## config.mk

```make
export PLATFORM = sky130hd
export DESIGN_NAME = ndiv_ramp_ctrl
export DESIGN_NICKNAME = d
export VERILOG_FILES = /design/src/rtl/ndiv_ramp_pkg.sv /design/src/rtl/ndiv_ramp_sync.sv /design/src/rtl/ndiv_ramp_pollcnt.sv /design/src/rtl/ndiv_ramp_ctrl.sv
export SDC_FILE = /design/constraint.sdc
export NUM_CORES = 1
export LEC_CHECK = 0
export BUFFER_PORTS_ARGS = -buffer_cell sky130_fd_sc_hd__buf_2
export CORE_UTILIZATION = 35
export CTS_CLUSTER_SIZE = 25
export DETAILED_ROUTE_END_ITERATION = 6
export HOLD_SLACK_MARGIN = 0.03
export PLACE_DENSITY = 0.65
export SETUP_SLACK_MARGIN = 0.4
export SLEW_MARGIN = 10
export SYNTH_ARGS = -nofsm -noshare
export SYNTH_HDL_FRONTEND = slang
export SYNTH_SLANG_ARGS = --single-unit
```

## constraint.sdc

```tcl
create_clock -name clk -period 4.2 [get_ports clk]
set_input_delay 0.21 -clock clk [delete_from_list [all_inputs] [get_ports clk]]
set_output_delay 0.21 -clock clk [all_outputs]
set_load 0.05 [all_outputs]
```

## src/rtl/ndiv_ramp_pkg.sv

```systemverilog
package ndiv_ramp_pkg;
  typedef enum logic [2:0] {
    ST_IDLE,
    ST_WAIT_N,
    ST_WAIT_EN,
    ST_POLL,
    ST_REPORT
  } ramp_state_t;
endpackage

```

## src/rtl/ndiv_ramp_sync.sv

```systemverilog
module ndiv_ramp_sync #(
  parameter int STAGES = 2
) (
  input  logic clk,
  input  logic rst_n,
  input  logic d,
  output logic q
);
  logic [STAGES-1:0] sr;

  generate
    if (STAGES == 1) begin : g_one
      always_ff @(posedge clk or negedge rst_n)
        if (!rst_n) sr <= '0;
        else        sr <= d;
    end else begin : g_many
      always_ff @(posedge clk or negedge rst_n)
        if (!rst_n) sr <= '0;
        else        sr <= {sr[STAGES-2:0], d};
    end
  endgenerate

  assign q = sr[STAGES-1];
endmodule

```

## src/rtl/ndiv_ramp_pollcnt.sv

```systemverilog
module ndiv_ramp_pollcnt #(
  parameter int LIMIT = 500
) (
  input  logic clk,
  input  logic rst_n,
  input  logic clr,
  input  logic inc,
  output logic last
);
  localparam int CNT_W = $clog2(LIMIT + 1);
  logic [CNT_W-1:0] cnt;

  always_ff @(posedge clk or negedge rst_n)
    if (!rst_n)   cnt <= '0;
    else if (clr) cnt <= '0;
    else if (inc) cnt <= cnt + 1'b1;

  assign last = (cnt == CNT_W'(LIMIT - 1));
endmodule

```

## src/rtl/ndiv_ramp_ctrl.sv

```systemverilog
module ndiv_ramp_ctrl
  import ndiv_ramp_pkg::*;
#(
  parameter int          NW          = 8,
  parameter int          N_LSB       = 8,
  parameter int          CW          = 32,
  parameter int          STEP_W      = 8,
  parameter logic [7:0]  STEP_A_VAL  = 8'h2B,
  parameter logic [7:0]  STEP_B_VAL  = 8'h0B,
  parameter int          POLL_LIMIT  = 500,
  parameter int          SYNC_STAGES = 2
) (
  input  logic              clk,
  input  logic              rst_n,
  input  logic              tick_us,
  input  logic              req_valid,
  output logic              req_ready,
  input  logic [NW-1:0]     req_ndiv,
  input  logic [CW-1:0]     coeff_in,
  output logic [CW-1:0]     coeff_out,
  output logic              coeff_wr,
  output logic [STEP_W-1:0] step_a,
  output logic [STEP_W-1:0] step_b,
  output logic              step_load,
  output logic              slowdown,
  output logic              ramp_en,
  input  logic              ramp_done_raw,
  output logic              fin,
  output logic              fin_timeout
);
  ramp_state_t       st;
  logic [CW-1:0]     cap_word;
  logic [NW-1:0]     tgt;
  logic [CW-1:0]     new_word;
  logic              done_s;
  logic              poll_last;
  logic              to_flag;
  logic              same_n;

  ndiv_ramp_sync #(.STAGES(SYNC_STAGES)) u_sync (
    .clk(clk), .rst_n(rst_n), .d(ramp_done_raw), .q(done_s)
  );

  ndiv_ramp_pollcnt #(.LIMIT(POLL_LIMIT)) u_poll (
    .clk(clk), .rst_n(rst_n),
    .clr(st == ST_WAIT_EN),
    .inc(st == ST_POLL && tick_us && !done_s),
    .last(poll_last)
  );

  assign req_ready = (st == ST_IDLE);
  assign same_n    = (req_ndiv == coeff_in[N_LSB +: NW]);

  always_comb begin
    new_word = cap_word;
    new_word[N_LSB +: NW] = tgt;
  end

  always_ff @(posedge clk or negedge rst_n) begin
    if (!rst_n) begin
      st          <= ST_IDLE;
      cap_word    <= '0;
      tgt         <= '0;
      coeff_out   <= '0;
      coeff_wr    <= 1'b0;
      step_a      <= '0;
      step_b      <= '0;
      step_load   <= 1'b0;
      slowdown    <= 1'b0;
      ramp_en     <= 1'b0;
      fin         <= 1'b0;
      fin_timeout <= 1'b0;
      to_flag     <= 1'b0;
    end else begin
      coeff_wr  <= 1'b0;
      step_load <= 1'b0;
      fin       <= 1'b0;
      unique case (st)
        ST_IDLE: begin
          if (req_valid) begin
            if (same_n) begin
              fin         <= 1'b1;
              fin_timeout <= 1'b0;
            end else begin
              cap_word  <= coeff_in;
              tgt       <= req_ndiv;
              step_a    <= STEP_W'(STEP_A_VAL);
              step_b    <= STEP_W'(STEP_B_VAL);
              step_load <= 1'b1;
              slowdown  <= 1'b1;
              st        <= ST_WAIT_N;
            end
          end
        end
        ST_WAIT_N: begin
          if (tick_us) begin
            coeff_out <= new_word;
            coeff_wr  <= 1'b1;
            st        <= ST_WAIT_EN;
          end
        end
        ST_WAIT_EN: begin
          if (tick_us) begin
            ramp_en <= 1'b1;
            st      <= ST_POLL;
          end
        end
        ST_POLL: begin
          if (tick_us && (done_s || poll_last)) begin
            slowdown <= 1'b0;
            ramp_en  <= 1'b0;
            to_flag  <= !done_s;
            st       <= ST_REPORT;
          end
        end
        ST_REPORT: begin
          fin         <= 1'b1;
          fin_timeout <= to_flag;
          st          <= ST_IDLE;
        end
        default: st <= ST_IDLE;
      endcase
    end
  end
endmodule

```

==> reports/results.md <==
| Step | Metric | Value |
| --- | --- | --- |
| timing | Post-route fraction of the period consumed by the critical path | 51.06% |
| drt | Drt pass-1 iters | 4 |
| timing | Setup repair after global routing missed its margin | no |
| clock network | CTS Buf Count | 9 |
| setup path | CP Data Arrival Time | 2390 ps |
| timing | Sum of negative setup slack | 0 ps |
| global routing | Antenna violations before repair | 0 |
| synthesis | Synth Register Bits | 86 |
| timing | Final min period | 2144 ps |
| clock network | Clock Sink Count | 86 |
| clock network | Buffer levels on the longest clock path | 2 |
| setup path | Setup slack of the worst register-to-register path | 2060 ps |
| setup path | Startpoint type of the worst setup path | register |
| setup path | Highest-delay cell along the critical path | nor3_4 |
| clock network | Clock-pin slew reported for the worst setup and hold paths after clock tree synthesis | 90 ps |
| clock network | Level count of the clock H-tree | 3 |
| power | Highest ir drop seen on vdd | 0.4121 mV |
| setup path | Worst path max stage delay | 570 ps |
| synthesis | Largest area contributor in the netlist | dfrtp_1 |
| global routing | Total overflow reported by the global router | 0 |
| drt | WL per Instance | 13.79 um |
| setup path | Classification of the worst setup path | register to register |
| setup path | Kind of end point of the critical path | register |
| setup path | Worst path top cell family by delay | simple AND/OR/NAND/NOR gates |
| global routing | Overall fraction of global-route tracks in use | 13.23% |
| clock network | CTS tree | built |
| synthesis | Primary FF master, synth | dfrtp_1 |
| clock network | Clock root cell | clkbuf_8 |
| placed design | Final HPWL from detailed placement | 4.553 mm |
| setup path | CP required | 4450 ps |
| drt | Amount of wire on met2 after detailed routing | 3.022 mm |
| synthesis | Post-synth ARST share | 100.0% |
| die | Initial Utilization | 36.59% |
| global routing | Number of global-route vias before repair | 2236 |
| drt | Via total after detailed routing | 2197 |
| drt | Count of nets left with antenna violations after detail routing | 0 |
| setup path | R2R cell count | 4 |
| synthesis | Yosys cell types | 35 |
| run status | Status | complete, no violations |
| job | Max-capacitance violation count | 0 |
| clock network | Number of gates given a new drive strength after cts | 0 |
| power | Power Dens Cells | 809.0 nW/um^2 |
| synthesis | Sequential area share after synthesis | 59.62% |
| placed design | Placer congestion estimate | 0.6904 |
| die | Die Width | 103.6 um |
| synthesis | Main area contributors after synthesis | dfrtp_1 60%, mux2_2 20%, buf_4 3.7% |
| clock network | Setup fix buffers added after clock tree synthesis | 0 |
| final layout | Net count of the finished layout | 389 |
| timing | Count of final max-slew check failures | 0 |
| drt | Wire length after detailed routing | 6.633 mm |
| final layout | Signed area change from the synthesized netlist to the final layout | 19.65% |
| drt | Vias per Instance | 4.568 |
| setup path | Maximum net fanout on the critical path | 20 |
| timing | Worst max-slew margin expressed relative to the limit | 27.98% |
| worst hold path | Hold crit path type | primary input to asynchronous set/reset pin |
| synthesis | Cells after synthesis | 257 |
| die | Ports placed on the boundary | 100 |
| setup path | WP depth | 4 |
| setup path | Count of buffering cells on the critical path with inverters included | 1 |
| timing | Highest clock frequency the design can meet | 0.4663 GHz |
| synthesis | Share of the synthesized area in the top cell type | 59.62% |
| synthesis | Dominant cell by count in the synthesized netlist | dfrtp_1 |
| drt | Top layer used by detailed routing | met4 |
| drt | Detailed-routed wire length on met3 | 540 um |
| drt | Sum of routed wire segments on met1 | 3.005 mm |
| placed design | Port Buf Inserts | 90 |
| global routing | Maximum number of pins on one net before global-route repair | 87 |
| setup path | List of cells traversed by the critical path | nand2_1, nor3_4, buf_4, mux2_2 |
| timing | Worst Skew | 13.51 ps |
| synthesis | Syn Area/Cell | 14.05 um^2 |
| die | Die height | 103.6 um |
| timing | Worst Tran Pin Value | 1080 ps |
| die | Row Count | 36 |
| synthesis | Top cells by count, synth | 86 x dfrtp_1, 64 x mux2_2, 18 x buf_4, 15 x xnor2_1, 11 x nor2_1 |
| final layout | Antenna diodes | 0 |
| drt | Residual DRC count | 0 |
| clock network | Post-CTS Hold Buffers | 1 |
| timing | Final count of hold timing violations | 0 |
| drt | Starting DRC count in detailed routing | 78 |
| global routing | Global-route wire length before repair | 11.06 mm |
| synthesis | Number of synthesized flops with an enable pin | 0 |
| power | Overall power after layout | 3.494 mW |
| die | Floorplan die area | 10720 um^2 |
| synthesis | Syn Std Cell Area | 3610 um^2 |
| clock network | Clk Latency, worst-skew pair | 360 ps |
| timing | Final number of setup-violating endpoints | 0 |
| power | LEAKAGE | 1.989 nW |
| final layout | Layout cell share with drive strength beyond 1 | 50.57% |
| die | CORE AREA | 9864 um^2 |
| synthesis | Yosys Warn Count | 0 |
==> cell families (layout without fill, tap and decap cells) <==
kind of cell | count (synthesis) | in the layout | share of synthesized area (%)
flops | 86 | 86 | 59.62
mux | 64 | 64 | 19.97
simple gates | 42 | 42 | 6.725
buf+inv | 30 | 113 | 5.927
compound gates | 18 | 18 | 3.674
xor+xnor | 15 | 15 | 3.640
fa+ha+maj | 1 | 1 | 0.3466
other cells | 1 | 9 | 0.1039
==> stage by stage <==
stage / hold slack [ps] / utilization [%] / instance area [um^2] / worst slack, ps / instances
after floorplan: -85.59 / - / 3640 / 2340 / 265
after global placement: 325.4 / 41.37 / 4081 / 1976 / 464
after detailed placement: 326.7 / 41.37 / 4081 / 1904 / 464
after CTS: 52.29 / 43.78 / 4319 / 1997 / 481
after global routing: 43.81 / 43.78 / 4319 / 1872 / 481
final: 1.195 / 43.78 / 4319 / 2056 / 481
==> state kept, by name, summed over array words and instances, names as in the netlist, 2 cells and up <==
register and count:
coeff_out 32, cap_word 24, u_poll.cnt 9, tgt 8, st 3, u_sync.sr 2
==> cells in the final DEF, fill, tap and decap left out, types with 5 or more instances in the layout <==
cell type | synthesis | final
buf_2 | 3 | 89
xnor2_1 | 15 | 15
nor2_1 | 11 | 11
clkbuf_8 | 0 | 9
nand2_1 | 7 | 7
dfrtp_1 | 86 | 86
a21oi_1 | 5 | 5
conb_1 | 1 | 9
mux2_2 | 64 | 64
==> report_power, final <==
group	leakage, nW	internal [mW]	switching (mW)
Combinational	0.832	0.496	0.973
Sequential	1.05	1.17	0.195
Clock	0.108	0.343	0.311
Total	1.99	2.01	1.48
==> cell type report <==
class / count / area (um^2)
clock buffer: 9 / 123.9
clock inverter: 7 / 103.9
fill: 918 / 5545
inverter: 4 / 15.01
multi-input combinational: 149 / 1280
sequential: 86 / 2152
tap: 133 / 166.4
timing repair buffer: 93 / 478.0
==> per-layer routing <==
metal | global-route usage [%] | vias up
met3 | 6.482 | 10
met2 | 19.70 | 79
met4 | 4.037 | 0
met1 | 16.88 | 1070
met5 | 0 | -
li1 | - | 1038
==> worst register-to-register path, stage by stage, from the launching register on <==
cell	delay, ps
dfrtp_1	510
nand2_1	180
nor3_4	570
buf_4	400
mux2_2	380
==> final timing paths <==
kind,to,startpoint
setup / recovery,coeff_out[14]$_DFFE_PN0P_,st[0]$_DFFE_PN0P_
hold / removal,u_poll.cnt[3]$_DFFE_PN0P_,rst_n
setup reg to reg,coeff_out[14]$_DFFE_PN0P_,st[0]$_DFFE_PN0P_
hold reg to reg,u_sync.sr[1]$_DFF_PN0_,u_sync.sr[0]$_DFF_PN0_
max in group asynchronous,cap_word[16]$_DFFE_PN0P_,rst_n
min in group clk,cap_word[25]$_DFFE_PN0P_,coeff_in[25]
Power figures use the tool's default switching activity.
